<file path="config.mk">
export PLATFORM = sky130hd
export DESIGN_NAME = casc_counter
export DESIGN_NICKNAME = d
export VERILOG_FILES = /design/src/rtl/cnt_pkg.sv /design/src/rtl/cnt_slice.sv /design/src/rtl/cnt_link.sv /design/src/rtl/casc_counter.sv
export SDC_FILE = /design/constraint.sdc
export NUM_CORES = 1
export LEC_CHECK = 0
export ABC_CLOCK_PERIOD_IN_PS = 4059
export CORE_ASPECT_RATIO = 0.9
export CORE_MARGIN = 4
export CORE_UTILIZATION = 45
export CTS_CLUSTER_SIZE = 28
export DETAILED_ROUTE_END_ITERATION = 12
export GPL_ROUTABILITY_DRIVEN = 0
export PLACE_DENSITY = 0.82
export RECOVER_POWER = 25
export SLEW_MARGIN = 20
export SYNTH_ARGS = -nofsm -noshare
export SYNTH_HDL_FRONTEND = slang
export SYNTH_HIERARCHICAL = 1
export SYNTH_SLANG_ARGS = --single-unit
</file>
<file path="constraint.sdc">
create_clock -name clk -period 4.06 [get_ports clk]
set_clock_uncertainty 0.05 [all_clocks]
set_input_delay 1.218 -clock clk [delete_from_list [all_inputs] [get_ports clk]]
set_output_delay 1.218 -clock clk [all_outputs]
set_load 0.005 [all_outputs]
</file>
<file path="src/rtl/cnt_pkg.sv">
package cnt_pkg;

    localparam int SLICE_W = 4;

    typedef enum logic [1:0] {
        OP_IDLE  = 2'd0,
        OP_CLEAR = 2'd1,
        OP_LOAD  = 2'd2,
        OP_STEP  = 2'd3
    } slice_op_e;

endpackage

</file>
<file path="src/rtl/cnt_slice.sv">
module cnt_slice
    import cnt_pkg::*;
#(
    parameter int SW = SLICE_W
) (
    input  logic          clk,
    input  logic          rst_n,
    input  logic          clr,
    input  logic          ld,
    input  logic [SW-1:0] ld_data,
    input  logic          en_p,
    input  logic          en_t,
    output logic [SW-1:0] q,
    output logic          rco
);

    localparam logic [SW-1:0] TERM = '1;

    slice_op_e op;

    // Operation select: reset, clear, load, then count
    always_comb begin
        if (!rst_n || clr) begin
            op = OP_CLEAR;
        end else if (ld) begin
            op = OP_LOAD;
        end else if (en_p && en_t) begin
            op = OP_STEP;
        end else begin
            op = OP_IDLE;
        end
    end

    // Nibble register
    always_ff @(posedge clk) begin
        unique case (op)
            OP_CLEAR: q <= '0;
            OP_LOAD:  q <= ld_data;
            OP_STEP:  q <= q + 1'b1;
            OP_IDLE:  q <= q;
        endcase
    end

    // Carry depends on the trickle enable only, never on en_p
    always_comb begin
        rco = en_t && (q == TERM);
    end

endmodule

</file>
<file path="src/rtl/cnt_link.sv">
module cnt_link #(
    parameter int NSLICE = 3,
    parameter bit FAST   = 1'b1
) (
    input  logic cnt_en,
    input  logic rco   [NSLICE],
    output logic en_p  [NSLICE],
    output logic en_t  [NSLICE],
    output logic carry_out
);

    for (genvar k = 0; k < NSLICE; k++) begin : g_link
        if (k == 0) begin : g_low
            assign en_p[k] = cnt_en;
            assign en_t[k] = cnt_en;
        end else if (!FAST) begin : g_chain
            assign en_p[k] = cnt_en;
            assign en_t[k] = rco[k-1];
        end else if (k == 1) begin : g_fast_first
            assign en_p[k] = rco[0];
            assign en_t[k] = cnt_en;
        end else begin : g_fast_upper
            assign en_p[k] = rco[0];
            assign en_t[k] = rco[k-1];
        end
    end

    if (FAST) begin : g_carry_fast
        assign carry_out = rco[0] && rco[NSLICE-1];
    end else begin : g_carry_chain
        assign carry_out = rco[NSLICE-1];
    end

endmodule

</file>
<file path="src/rtl/casc_counter.sv">
module casc_counter
    import cnt_pkg::*;
#(
    parameter int NSLICE = 3,
    parameter bit FAST   = 1'b1,
    localparam int W     = SLICE_W * NSLICE
) (
    input  logic         clk,
    input  logic         rst_n,
    input  logic         cnt_en,
    input  logic         clr,
    input  logic         load,
    input  logic [W-1:0] load_data,
    output logic [W-1:0] count,
    output logic         carry_out
);

    logic rco  [NSLICE];
    logic en_p [NSLICE];
    logic en_t [NSLICE];

    cnt_link #(
        .NSLICE (NSLICE),
        .FAST   (FAST)
    ) link_i (
        .cnt_en    (cnt_en),
        .rco       (rco),
        .en_p      (en_p),
        .en_t      (en_t),
        .carry_out (carry_out)
    );

    for (genvar k = 0; k < NSLICE; k++) begin : g_slice
        cnt_slice #(
            .SW (SLICE_W)
        ) slice_i (
            .clk     (clk),
            .rst_n   (rst_n),
            .clr     (clr),
            .ld      (load),
            .ld_data (load_data[k*SLICE_W +: SLICE_W]),
            .en_p    (en_p[k]),
            .en_t    (en_t[k]),
            .q       (count[k*SLICE_W +: SLICE_W]),
            .rco     (rco[k])
        );
    end

endmodule

</file>
After elaboration in Yosys (flattened, before gate mapping)
Cells that the tools add are included.
{"block": "word_totals", "in_bits": 17, "ram_bits": 0, "word_cells": 41, "reg_bits": 12, "output_inout_bits": 13, "mem_bits_ro": 0, "latch_bits": 0, "mem_count": 0}
{"block": "classes", "eq_ne": 12, "mux": 12, "div": 0, "n_mul": 0, "shifts": 0, "n_reduce_logical": 11, "n_addsub": 3, "magnitude_cmp": 0, "n_bitwise": 0}
{"cell": "$pmux W4 S3", "count": 3}
{"cell": "$mux W2", "count": 9}
{"cell": "$add A4 B1 Y4 const B", "count": 3}
{"cell": "$eq A2 B2 Y1 const B", "count": 6}
{"cell": "$eq A4 B4 Y1 const B", "count": 3}
{"cell": "$eq A2 B1 Y1 const B", "count": 3}
{"cell": "$logic_and A1 B1 Y1", "count": 6}
{"cell": "$logic_not A2 Y1", "count": 3}
{"cell": "$logic_not A1 Y1", "count": 1}
{"cell": "$logic_or A1 B1 Y1", "count": 1}

Longest topological paths before layout
{"block": "depth", "ltp_word": 8, "ltp_mapped": 5, "depth_no_buf": 4}

Modules after synthesis
Netlist, hierarchy kept.
{"mod": "cnt_slice", "n_inst": 3, "area_per_inst_um2": 241.5, "seq_area_each_um2": 120.1, "cells_each": 23}
{"mod": "cnt_link", "n_inst": 1, "area_per_inst_um2": 51.3, "seq_area_each_um2": 0.0, "cells_each": 7}

Worst setup path before layout
OpenSTA, ideal clock, no wires.
{"block": "synth_path", "path_type": "input to output", "start": "input cnt_en", "end": "output carry_out", "path_buffers": 2, "path_slack_ps": 851, "t_arrival_ps": 1941, "required_time_ps": 2792, "stages": 5, "cell_sequence": "buf_4 > and4_1 > buf_4 > and4_1 > and2_1"}
{"item": "start: declaration", "line": "casc_counter.sv:10", "rtl": "input logic cnt_en,"}
{"item": "end: declaration", "line": "casc_counter.sv:15", "rtl": "output logic carry_out"}

==> results.md <==
* Capturing instance or port of the critical path: carry_out
* Number of cells on the worst reg-to-reg path at 5
* Number of fill cells at 138
* Total I/O pin count at 30
* Worst Path Max Fanout at 7
* Hold Fails Final Rpt at 0
* Post-synthesis simple-gate area fraction at 26.9%
* Worst skew pair latency at 0.26 ns
* Reg with most FFs: g_slice.slice_i/q
* Maximum clock frequency at 251 MHz
* Average wire length per cell after detail routing at 14.3 µm
* Worst hold path stage count at 1
* DRC marker count from the first detailed-route iteration at 20
* Cell internal power dissipation at 0.212 mW
* Max Buffers Root-to-Sink at 2
* Remaining routing DRC violations at 0
* Initial antenna violation count at 0
* Adder-cell share of the synthesized area at 4.84%
* Switching component of the power at 0.0599 mW
* Drt pass-1 iters at 4
* Combinational share of power at 19.0%
* Setup Fix Bufs, Post-CTS at 0
* Buffers added on ports at 29
* Height of the die at 47.4 µm
* Part of the total power dissipated in the clock network at 25.1%
* Final WL at 1820 µm
* Number of global-route vias before repair at 666
* Unique masters post-synth at 14
* Actual transition at the worst max-transition pin at 0.337 ns
* Largest registers: g_slice.slice_i/q (12)
* Yosys warning total at 6
* Launching instance or port of the critical path: cnt_en
* Startpoint-to-endpoint class of the critical path: in -> out
* Routed vias/inst at 5.18
* Proportion of power drawn by flip-flops and latches at 56.0%
* Max-Cap Viols at 0
* Worst reg2reg endpoint: g_slice[2].slice_i/q[2]$_DFFE_PP_
* Mean cell area of the mapped netlist at 10.2 µm²
* Synth-to-layout area growth at 39.7%
* Number of antenna diodes at 0
* Num Clock Sinks at 12
* Number of instances resized during post-cts repair at 0
* TritonCTS clock tree: yes
* Final sum of negative setup slack at 0 ns
* Count of endpoints failing setup in the final report at 0
* Data arrival time of the critical path at 2.72 ns
* Area occupied by multi-input gates at 349 µm²
* Number of buffers added by the clock tree synthesis step at 3
* Global-route wire length before repair at 3130 µm
* Share of final-layout standard cells stronger than drive strength 1 at 9.52%
* Synthesized Nets at 96
* Class of the most critical hold timing path: reg -> reg
* Critical path startpoint category: input pin
* Sequential share of the synthesized area at 46.5%
* Root cell of the clock tree: clkbuf_4
* Compound-cell area share of the yosys netlist at 7.74%
* Site Rows at 13
* Area contributors post-synth: edfxtp_1 (46%), nand2_1 (8.7%), o21ai_1 (7.7%), buf_4 (5.8%), ha_1 (4.8%)
* Parity-gate share of the synthesized area counting xor and xnor cells at 6.77%
* Max rail drop VDD at 0.000222 V
* Overall power at 0.272 mW
* Antenna-violating nets left at 0
* GRT Residual Overflow at 0
* Crit path time final at 3.99 ns
* Leading cell types in the layout, fill and taps excluded: clkdlybuf4s50_1 (28), nand2_1 (18), edfxtp_1 (12)
* Half-perimeter wire length after detailed placement at 1470 µm
* Area of the core at 1530 µm²
* Post-layout net count at 127
* Maximum number of pins on one net before global-route repair at 8
* Kind of end point of the critical path: output pin
* Global Route Usage Sum at 18.2%
* Max_slew headroom at 77.5%
* Setup slack of the worst register-to-register path at 2.47 ns
* Starting utilization of the core area at 50.7%
* Switching share of total power at 22.0%
* Max Transition Viols Final at 0
* Die span in x at 51.8 µm
* Largest area contributor in the synthesized netlist: edfxtp_1
* RSZ-0062 raised after global routing: no
* Number of instances in the synthesized netlist at 76
* Commonest non-fill, non-tap cell in the layout: clkdlybuf4s50_1
* Result of the run: finished, final reports clean
* Largest family of logic cells by synthesized area: simple AND/OR/NAND/NOR gates
* Clock-pin slew of the registers on the worst-case setup and hold paths at 0.07 ns
* Leak Pwr at 0.405 nW
* Number of flip-flops in the largest register at 12
* FF/Latch Area at 360 µm²
* Post-CTS Hold Buffers at 0
* Via count of the routed design at 658
* Die outline area at 2450 µm²
* Number of flip-flops and latches in the synthesized netlist at 12
* H-tree depth at 1
* Share of Yosys cell area claimed by the top area cell type at 46.5%
* Post-synthesis instance area at 776 µm²
* Multiplexer fraction of the synthesized cell area at 0%
* Worst R2R Start: g_slice[0].slice_i/q[0]$_DFFE_PP_
* Power density over cell area at 251 nW/µm²
* Final worst-path cycle share at 98.3%
* Required time at the worst-slack endpoint at 2.79 ns
## worst min-delay path by stage
| stage | endpoint | start |
|---|---|---|
| finish | g_slice[0].slice_i/q[0]$_DFFE_PP_ | g_slice[0].slice_i/q[0]$_DFFE_PP_ |
| global route | g_slice[0].slice_i/q[0]$_DFFE_PP_ | g_slice[0].slice_i/q[0]$_DFFE_PP_ |
| CTS | g_slice[0].slice_i/q[0]$_DFFE_PP_ | g_slice[0].slice_i/q[0]$_DFFE_PP_ |
| detailed placement | g_slice[0].slice_i/q[0]$_DFFE_PP_ | g_slice[0].slice_i/q[0]$_DFFE_PP_ |
| global placement | g_slice[1].slice_i/q[0]$_DFFE_PP_ | g_slice[1].slice_i/q[0]$_DFFE_PP_ |
| floorplan | g_slice[0].slice_i/q[0]$_DFFE_PP_ | g_slice[0].slice_i/q[0]$_DFFE_PP_ |
## cells in the mapped netlist
cell,instances
xor2_1,3
inv_1,3
nor3b_2,3
and4_1,3
nand3_2,3
nand2_1,18
and3b_1,3
ha_1,3
o21ai_1,12
edfxtp_1,12
and2_1,1
buf_4,6
nand3_1,3
xnor2_1,3
## kinds of logic after synthesis
family	after synthesis
adders and majority gates	3
buffers and inverters	9
AOI/OAI and AO/OA	12
and+or+nand+nor	34
DFF	12
xor gates and xnor gates	6
## per-stage QoR
stage | setup slack (ns) | hold WS, ns | area, µm² | std cells | util, %
after floorplan | 0.851 | 0.574 | 776 | 76 | -
after global placement | 0.102 | 0.584 | 1070 | 124 | 70.0
after detailed placement | 0.0602 | 0.587 | 1070 | 124 | 70.0
after CTS | 0.0601 | 0.602 | 1090 | 127 | 71.5
after global routing | 0.00672 | 0.616 | 1080 | 127 | 70.9
final | 0.0692 | 0.597 | 1080 | 127 | 70.9
## power groups by stage
| stage | Sequential (mW) | Combinational (mW) | Clock [mW] |
|---|---|---|---|
| 5_1_grt | 0.154 | 0.0558 | 0.0764 |
| 3_3_place_gp | 0.155 | 0.0509 | 0 |
| 3_5_place_dp | 0.155 | 0.0520 | 0 |
| 6_report | 0.152 | 0.0515 | 0.0681 |
| 4_1_cts | 0.152 | 0.0527 | 0.0703 |
| 2_1_floorplan | 0.154 | 0.0174 | 0 |
## layout make-up
| cell class | instances | area share [%] |
|---|---|---|
| well taps | 22 | 2.54 |
| clock buffers | 3 | 2.08 |
| repair buffers | 32 | 28.9 |
| flip-flops and latches | 12 | 33.3 |
| multi-input cells | 55 | 32.2 |
| inverters | 3 | 1.04 |
## worst max-delay path, cell delays in order
cell and delay (ns):
clkdlybuf4s50_1 0.48, buf_4 0.16, and4_1 0.22, and2_1 0.14
clkdlybuf4s50_1 0.51
## per-layer routing
layer  GRT usage (%)  vias up  routed length (µm)
li1                -      332                   -
met1            22.4      304                 776
met2            32.7       20                 906
met3            6.35        2                 125
met4            1.57        0                  10
met5               0        -                   0
Power figures use the tool's default switching activity.
